[src/rtl/ccdtg_pkg.sv]
package ccdtg_pkg;

  // One tick worth of decoded timing, handed from control to datapath.
  typedef struct packed {
    logic [1:0] pixQ;
    logic       shiftOn;
    logic       vStep;
    logic       subOn;
    logic       rdV1On;
    logic       rdV3On;
    logic       hBlank;
    logic       hSync;
    logic       vBlank;
    logic       vSync;
    logic       fieldEven;
    logic       clamp;
    logic       vDummy;
  } drvStrobe_t;

  function automatic logic [3:0] phaseOf(input logic [1:0] idx);
    case (idx)
      2'd0:    phaseOf = 4'b0011;
      2'd1:    phaseOf = 4'b0110;
      2'd2:    phaseOf = 4'b1100;
      default: phaseOf = 4'b1001;
    endcase
  endfunction

endpackage

[src/rtl/ccdtg_ctrl.sv]
module ccdtg_ctrl
  import ccdtg_pkg::*;
#(
  parameter int HBLANK_PIX   = 200,
  parameter int HDUMMY       = 22,
  parameter int HOB_FRONT    = 3,
  parameter int HEFF         = 752,
  parameter int HOB_REAR     = 40,
  parameter int HSYNC_PIX    = 64,
  parameter int VSH_START    = 20,
  parameter int VSTEP        = 16,
  parameter int SUB_START    = 88,
  parameter int SUB_PIX      = 24,
  parameter int RD_A         = 116,
  parameter int RD_B         = 156,
  parameter int RD_PIX       = 36,
  parameter int FRAME_LINES  = 625,
  parameter int VBLANK_LINES = 22,
  parameter int VSYNC_LINES  = 3,
  parameter int SH_W         = 10
) (
  input  logic            clk,
  input  logic            rst,
  input  logic [SH_W-1:0] shutterLines,
  output drvStrobe_t      st
);
  localparam int LINE_PIX    = HBLANK_PIX + HDUMMY + HOB_FRONT + HEFF + HOB_REAR;
  localparam int CLAMP_START = LINE_PIX - HOB_REAR;
  localparam int ODD_LINES   = (FRAME_LINES + 1) / 2;
  localparam int EVEN_LINES  = FRAME_LINES / 2;
  localparam int HC_W        = $clog2(LINE_PIX);
  localparam int LN_W        = $clog2(ODD_LINES + 1);
  localparam int VSH_END     = VSH_START + 4 * VSTEP;

  logic [1:0]      pixQ;
  logic [HC_W-1:0] hCnt;
  logic [LN_W-1:0] fLine;
  logic            fieldEven;
  logic [SH_W-1:0] shLat;
  logic [31:0]     hNum, lNum, shNum, lenNum;
  logic            fieldStart, stepHit;

  assign hNum   = 32'(hCnt);
  assign lNum   = 32'(fLine);
  assign shNum  = 32'(shLat);
  assign lenNum = fieldEven ? 32'(EVEN_LINES) : 32'(ODD_LINES);
  assign fieldStart = (pixQ == 2'd0) && (hNum == 0) && (lNum == 0);

  always_ff @(posedge clk) begin
    if (rst) begin
      pixQ      <= '0;
      hCnt      <= '0;
      fLine     <= '0;
      fieldEven <= 1'b0;
      shLat     <= '0;
    end else begin
      pixQ <= pixQ + 2'd1;
      if (pixQ == 2'd3) begin
        if (hNum == LINE_PIX - 1) begin
          hCnt <= '0;
          if (lNum == lenNum - 1) begin
            fLine     <= '0;
            fieldEven <= ~fieldEven;
          end else begin
            fLine <= fLine + 1'b1;
          end
        end else begin
          hCnt <= hCnt + 1'b1;
        end
      end
      if (fieldStart) shLat <= shutterLines;
    end
  end

  // Vertical steps land mid-pixel so they never share a tick with an H edge.
  always_comb begin
    stepHit = 1'b0;
    for (int k = 0; k < 4; k++)
      if (hNum == 32'(VSH_START + k * VSTEP)) stepHit = 1'b1;
  end

  logic rdAOn, rdBOn, firstLine;
  assign firstLine = (lNum == 0);
  assign rdAOn = firstLine && (hNum >= RD_A) && (hNum < RD_A + RD_PIX);
  assign rdBOn = firstLine && (hNum >= RD_B) && (hNum < RD_B + RD_PIX);

  always_comb begin
    st.pixQ      = pixQ;
    st.shiftOn   = (hNum >= VSH_START) && (hNum < VSH_END);
    st.vStep     = stepHit && (pixQ == 2'd2);
    st.subOn     = (lNum + shNum < lenNum) && (hNum >= SUB_START) &&
                   (hNum < SUB_START + SUB_PIX);
    st.rdV1On    = fieldEven ? rdBOn : rdAOn;
    st.rdV3On    = fieldEven ? rdAOn : rdBOn;
    st.hBlank    = hNum < HBLANK_PIX;
    st.hSync     = hNum < HSYNC_PIX;
    st.vBlank    = lNum < VBLANK_LINES;
    st.vSync     = lNum < VSYNC_LINES;
    st.fieldEven = fieldEven;
    st.clamp     = hNum >= CLAMP_START;
    st.vDummy    = fieldEven && (lNum == VBLANK_LINES);
  end

  // the latched setting moves only at a field boundary
  a_r8_shutter_hold: assert property (@(posedge clk) disable iff (rst)
    !fieldStart |=> $stable(shLat));
  // readout strobes stay inside blanking and never overlap
  a_r5_read_in_blank: assert property (@(posedge clk) disable iff (rst)
    (st.rdV1On || st.rdV3On) |-> (st.hBlank && !(st.rdV1On && st.rdV3On)));
  // pixel counter stays within the line
  a_r1_hcnt_range: assert property (@(posedge clk) disable iff (rst)
    hNum < LINE_PIX);
  // field length never exceeded
  a_r6_line_range: assert property (@(posedge clk) disable iff (rst)
    lNum < lenNum);

endmodule

[src/rtl/ccdtg_drive.sv]
module ccdtg_drive
  import ccdtg_pkg::*;
(
  input  logic       clk,
  input  logic       rst,
  input  drvStrobe_t st,
  output logic       hClk1,
  output logic       hClk2,
  output logic       resetGate,
  output logic [3:0] vPhase,
  output logic       readV1,
  output logic       readV3,
  output logic       subPulse,
  output logic       hBlank,
  output logic       hSync,
  output logic       vBlank,
  output logic       vSync,
  output logic       fieldEven,
  output logic       clampWin,
  output logic       vDummy
);
  logic [1:0] vPh;

  always_ff @(posedge clk) begin
    if (rst) begin
      hClk1     <= 1'b1;
      hClk2     <= 1'b0;
      resetGate <= 1'b0;
      vPh       <= '0;
      readV1    <= 1'b0;
      readV3    <= 1'b0;
      subPulse  <= 1'b0;
      hBlank    <= 1'b0;
      hSync     <= 1'b0;
      vBlank    <= 1'b0;
      vSync     <= 1'b0;
      fieldEven <= 1'b0;
      clampWin  <= 1'b0;
      vDummy    <= 1'b0;
    end else begin
      hClk1     <= st.shiftOn | ~st.pixQ[1];
      hClk2     <= ~st.shiftOn & st.pixQ[1];
      resetGate <= ~st.shiftOn & (st.pixQ == 2'd1);
      if (st.vStep) vPh <= vPh + 2'd1;
      readV1    <= st.rdV1On;
      readV3    <= st.rdV3On;
      subPulse  <= st.subOn;
      hBlank    <= st.hBlank;
      hSync     <= st.hSync;
      vBlank    <= st.vBlank;
      vSync     <= st.vSync;
      fieldEven <= st.fieldEven;
      clampWin  <= st.clamp;
      vDummy    <= st.vDummy;
    end
  end

  assign vPhase = phaseOf(vPh);

  // horizontal clocks always keep one phase high
  a_r2_not_both_low: assert property (@(posedge clk) disable iff (rst)
    hClk1 || hClk2);
  // reset gate only fires while phase 1 is high
  a_r2_rg_in_h1: assert property (@(posedge clk) disable iff (rst)
    resetGate |-> (hClk1 && !hClk2));
  // a vertical step finds the horizontal clocks parked and unchanged
  a_r3_h_frozen: assert property (@(posedge clk) disable iff (rst)
    (vPhase != $past(vPhase)) |-> (hClk1 && !hClk2 && $past(hClk1) && !$past(hClk2)));
  // exactly two vertical phases high
  a_r4_two_high: assert property (@(posedge clk) disable iff (rst)
    $countones(vPhase) == 2);

endmodule

[src/rtl/ccdtg_top.sv]
module ccdtg_top
  import ccdtg_pkg::*;
#(
  parameter int HBLANK_PIX   = 200,
  parameter int HDUMMY       = 22,
  parameter int HOB_FRONT    = 3,
  parameter int HEFF         = 752,
  parameter int HOB_REAR     = 40,
  parameter int HSYNC_PIX    = 64,
  parameter int VSH_START    = 20,
  parameter int VSTEP        = 16,
  parameter int SUB_START    = 88,
  parameter int SUB_PIX      = 24,
  parameter int RD_A         = 116,
  parameter int RD_B         = 156,
  parameter int RD_PIX       = 36,
  parameter int FRAME_LINES  = 625,
  parameter int VBLANK_LINES = 22,
  parameter int VSYNC_LINES  = 3,
  parameter int SH_W         = 10
) (
  input  logic            clk,
  input  logic            rst,
  input  logic [SH_W-1:0] shutterLines,
  output logic            hClk1,
  output logic            hClk2,
  output logic            resetGate,
  output logic [3:0]      vPhase,
  output logic            readV1,
  output logic            readV3,
  output logic            subPulse,
  output logic            hBlank,
  output logic            hSync,
  output logic            vBlank,
  output logic            vSync,
  output logic            fieldEven,
  output logic            clampWin,
  output logic            vDummy
);
  drvStrobe_t strobes;

  ccdtg_ctrl #(
    .HBLANK_PIX(HBLANK_PIX), .HDUMMY(HDUMMY), .HOB_FRONT(HOB_FRONT),
    .HEFF(HEFF), .HOB_REAR(HOB_REAR), .HSYNC_PIX(HSYNC_PIX),
    .VSH_START(VSH_START), .VSTEP(VSTEP), .SUB_START(SUB_START),
    .SUB_PIX(SUB_PIX), .RD_A(RD_A), .RD_B(RD_B), .RD_PIX(RD_PIX),
    .FRAME_LINES(FRAME_LINES), .VBLANK_LINES(VBLANK_LINES),
    .VSYNC_LINES(VSYNC_LINES), .SH_W(SH_W)
  ) u_ctrl (
    .clk(clk), .rst(rst), .shutterLines(shutterLines), .st(strobes)
  );

  ccdtg_drive u_drive (
    .clk(clk), .rst(rst), .st(strobes),
    .hClk1(hClk1), .hClk2(hClk2), .resetGate(resetGate), .vPhase(vPhase),
    .readV1(readV1), .readV3(readV3), .subPulse(subPulse),
    .hBlank(hBlank), .hSync(hSync), .vBlank(vBlank), .vSync(vSync),
    .fieldEven(fieldEven), .clampWin(clampWin), .vDummy(vDummy)
  );

endmodule

[config.mk]
export PLATFORM = sky130hd
export DESIGN_NAME = ccdtg_top
export DESIGN_NICKNAME = d
export VERILOG_FILES = /design/src/rtl/ccdtg_pkg.sv /design/src/rtl/ccdtg_ctrl.sv /design/src/rtl/ccdtg_drive.sv /design/src/rtl/ccdtg_top.sv
export SDC_FILE = /design/constraint.sdc
export NUM_CORES = 1
export LEC_CHECK = 0
export BUFFER_PORTS_ARGS = -buffer_cell sky130_fd_sc_hd__clkbuf_2
export CAP_MARGIN = 10
export CORE_ASPECT_RATIO = 0.6
export CORE_MARGIN = 4
export CORE_UTILIZATION = 58
export CTS_BUF_LIST = sky130_fd_sc_hd__clkbuf_16
export DETAILED_ROUTE_END_ITERATION = 6
export GPL_TIMING_DRIVEN = 0
export HOLD_SLACK_MARGIN = 0.08
export PLACE_DENSITY = 0.82
export REMOVE_ABC_BUFFERS = 1
export SYNTH_ARGS = -nofsm -noshare
export SYNTH_HDL_FRONTEND = slang
export SYNTH_SLANG_ARGS = --single-unit
[constraint.sdc]
create_clock -name clk -period 2.7 [get_ports clk]
set_input_delay 0.135 -clock clk [delete_from_list [all_inputs] [get_ports clk]]
set_output_delay 0.135 -clock clk [all_outputs]
set_load 0.005 [all_outputs]
==> flow_summary.ini <==
[place]
gp_congestion = 0.793
io_buffers = 28
hpwl_um = 3980
dpl-instance-area_mm2 = 0.00278
dp_slack_ns = -0.119

[timing]
maxSlewViolCount = 0
worst_pin_slew_ns = 0.541
fin_worst_skew_ns = 0.00880
slew_headroom = 0.635
fmax_ghz = 0.400
finalSetupViolCount = 0
setup_ws_ns = 0.200
layout_min_cycle_time_ns = 2.50
rsz0062_at_grt = no
timing.final.crit_share = 0.926
finalHoldViolCount = 0

[drt]
drc_errors = 0
wl_um = 5400
avgRoutedWirePerCell_um = 14.3
num_vias = 2073
ant_nets = 0
drtPass1Iterations = 4
drt_iter0_markers = 146
viasPerCell = 5.47

[worst_setup_path]
startpoint = u_ctrl.fLine[3]$_SDFFE_PP0P_
critPathLaunchType = register
path_cells = ha_1 -> and3_2 -> a2111oi_2 -> xor2_1 -> or4_1 -> o21ai_1 -> a211oi_2
critPathCaptureType = register
reg2reg_depth = 7
path_max_fanout = 10
crit_required_ns = 2.87
rr_endpoint = u_drive.subPulse$_SDFF_PP0_
r2r_start = u_ctrl.fLine[3]$_SDFFE_PP0P_
slowest_delay_ns = 0.57
crit_path_top_delay_cell = dfxtp_1
criticalPathCategory = register to register
crit_end = u_drive.subPulse$_SDFF_PP0_
critical_path_arrival_ns = 2.67
rrSetupSlack_ns = 0.20

[die]
fp.dieH_um = 60.1
die_x_um = 94.9
coreArea_mm2 = 0.00423
ioPinCount = 29
die_area_mm2 = 0.00571
initial_core_util = 0.621
fp-row-count = 18

[synthesis]
netlist_instances = 296
syn_area_mm2 = 0.00263
ys_top_cells_by_area = dfxtp_1 (36%), ha_1 (11%), nor2_1 (6.4%)
synth_flop_cell = dfxtp_1
yosysSeqAreaShare = 0.358
yosysTopAreaCellShare = 0.358
synth_warnings = 0
async_reset_ff_frac = 0
ys_seq_elements = 47
synth.largest_area_cell = dfxtp_1
syn-mean-instance-area_um2 = 8.88
synth_edf_count = 0
synth_cell_types = 51

[grt]
grt-ovfl-total = 0
track_usage = 0.214
grt_pass1_wl_um = 9340
grt_pass1_vias = 1924
antenna_found_initial = 0
grt_max_degree = 25

[final_layout]
fin_nets = 355
antennaDiodeCount = 0
final_common_cell = dfxtp_1
final_util = 0.704
fin_area_mm2 = 0.00298
final_cell_mix = dfxtp_1 (47), nor2_1 (45), clkbuf_2 (28), ha_1 (24), nand2_1 (18)
drive_gt1_frac = 0.154
area_growth_pct = 13.4

[clock_network]
clkTransAtPathRegs_ns = 0.07
cts_tree = yes
clk_latency_ns = 0.29
cts.htree.levels = 2
cts-root-buf = clkbuf_16
max-clock-path-buffers = 2
numCtsBuffers = 5
clock-sinks = 47

[flow_run]
timing.max_cap.violations = 0

[pwr]
p_leak_nw = 1.29
vdd_ir_drop_max_mv = 0.364
p_per_area_mw_per_mm2 = 537

[min_path]
hp-class = input port to register

[outcome]
status = finished clean
==> routing by layer <==
metal | GRT usage | vias up | wire length, um
met3 | 0.0717 | 8 | 404
li1 | - | 1068 | -
met4 | 0.0513 | 0 | 74
met1 | 0.310 | 937 | 2780
met2 | 0.305 | 60 | 2140
met5 | 0 | - | 0
==> power by group <==
part / internal [mW] / total (mW) / switching (mW)
Sequential: 0.718 / 0.734 / 0.0160
Clock: 0.440 / 0.720 / 0.280
Combinational: 0.0680 / 0.147 / 0.0787
==> cells in the mapped netlist, drive strengths merged, types with 2 or more instances <==
master / count
a211oi: 5
nor2b: 4
o21ai: 3
nor3: 12
inv: 13
nand2b: 3
and3: 4
and4: 2
xnor2: 11
o211ai: 2
nand3b: 3
nand2: 18
clkbuf: 7
nand4: 6
and2: 2
nand3: 6
or3: 3
a21o: 4
nor4: 6
nand4b: 2
xor2: 13
mux2i: 16
ha: 24
buf: 8
nor2: 45
or2: 3
a31oi: 2
dfxtp: 47
a21oi: 11
==> state kept, by name (all words and copies together) (netlist names), 2 cells and up <==
register,count
u_ctrl.hCnt,10
u_ctrl.shLat,10
u_ctrl.fLine,9
u_ctrl.pixQ,2
u_drive.vPh,2
==> logic make-up after synthesis <==
| logic type | after synthesis | share of synthesized area |
|---|---|---|
| and+or+nand+nor | 124 | 0.245 |
| adders and majority gates | 25 | 0.122 |
| AOI/OAI and AO/OA | 32 | 0.0871 |
| DFF | 47 | 0.358 |
| xor gates and xnor gates | 24 | 0.0800 |
| muxes | 16 | 0.0610 |
| buffers and inverters | 28 | 0.0471 |
==> timing repair <==
action / in CTS / in global routing
buffers inserted: 0 / 0
gates resized for setup: 1 / 1
hold buffers: 1 / 0
hold endpoints to repair: 1 / 0
endpoints found under the setup margin: 10 / 9
==> critical path: cells and delay by family, from the launching register on <==
| kind | cells | cell delay (ns) |
|---|---|---|
| AOI/OAI and AO/OA | 3 | 0.60 |
| adders and majority gates | 1 | 0.40 |
| xor gates and xnor gates | 1 | 0.11 |
| and+or+nand+nor | 2 | 0.70 |
| DFF | 1 | 0.57 |
==> worst min-delay path by stage <==
| stage | end | cells past startpoint | start |
|---|---|---|---|
| after floorplan | u_ctrl.pixQ[0]$_SDFF_PP0_ | 1 | rst |
| after global placement | u_ctrl.shLat[9]$_SDFFE_PP0P_ | 3 | shutterLines[9] |
| after global routing | u_ctrl.shLat[9]$_SDFFE_PP0P_ | 3 | shutterLines[9] |
| final | u_ctrl.shLat[6]$_SDFFE_PP0P_ | 3 | shutterLines[6] |
| after CTS | u_ctrl.shLat[6]$_SDFFE_PP0P_ | 3 | shutterLines[6] |
| after detailed placement | u_ctrl.shLat[6]$_SDFFE_PP0P_ | 3 | shutterLines[6] |
==> cell type report <==
type / count / area, um^2
clock buffer: 5 / 125
clock inverter: 3 / 46.3
fill: 348 / 1250
inverter: 13 / 48.8
multi-input combinational: 221 / 1580
sequential: 47 / 941
tap: 60 / 75.1
timing repair buffer: 30 / 161
==> metrics by stage <==
| stage | std cells | hold slack, ns | setup TNS [ns] | total power, mW |
|---|---|---|---|---|
| final | 379 | 0.0796 | 0 | 1.60 |
| after global routing | 379 | 0.0938 | 0 | 1.66 |
| after CTS | 379 | 0.0807 | 0 | 1.61 |
| after detailed placement | 370 | 0.378 | -0.992 | 0.895 |
| after global placement | 369 | 0.369 | -4.51 | 0.885 |
| after floorplan | 281 | 0.202 | 0 | 0.845 |
No activity file was read; power rests on OpenSTA's default activity.
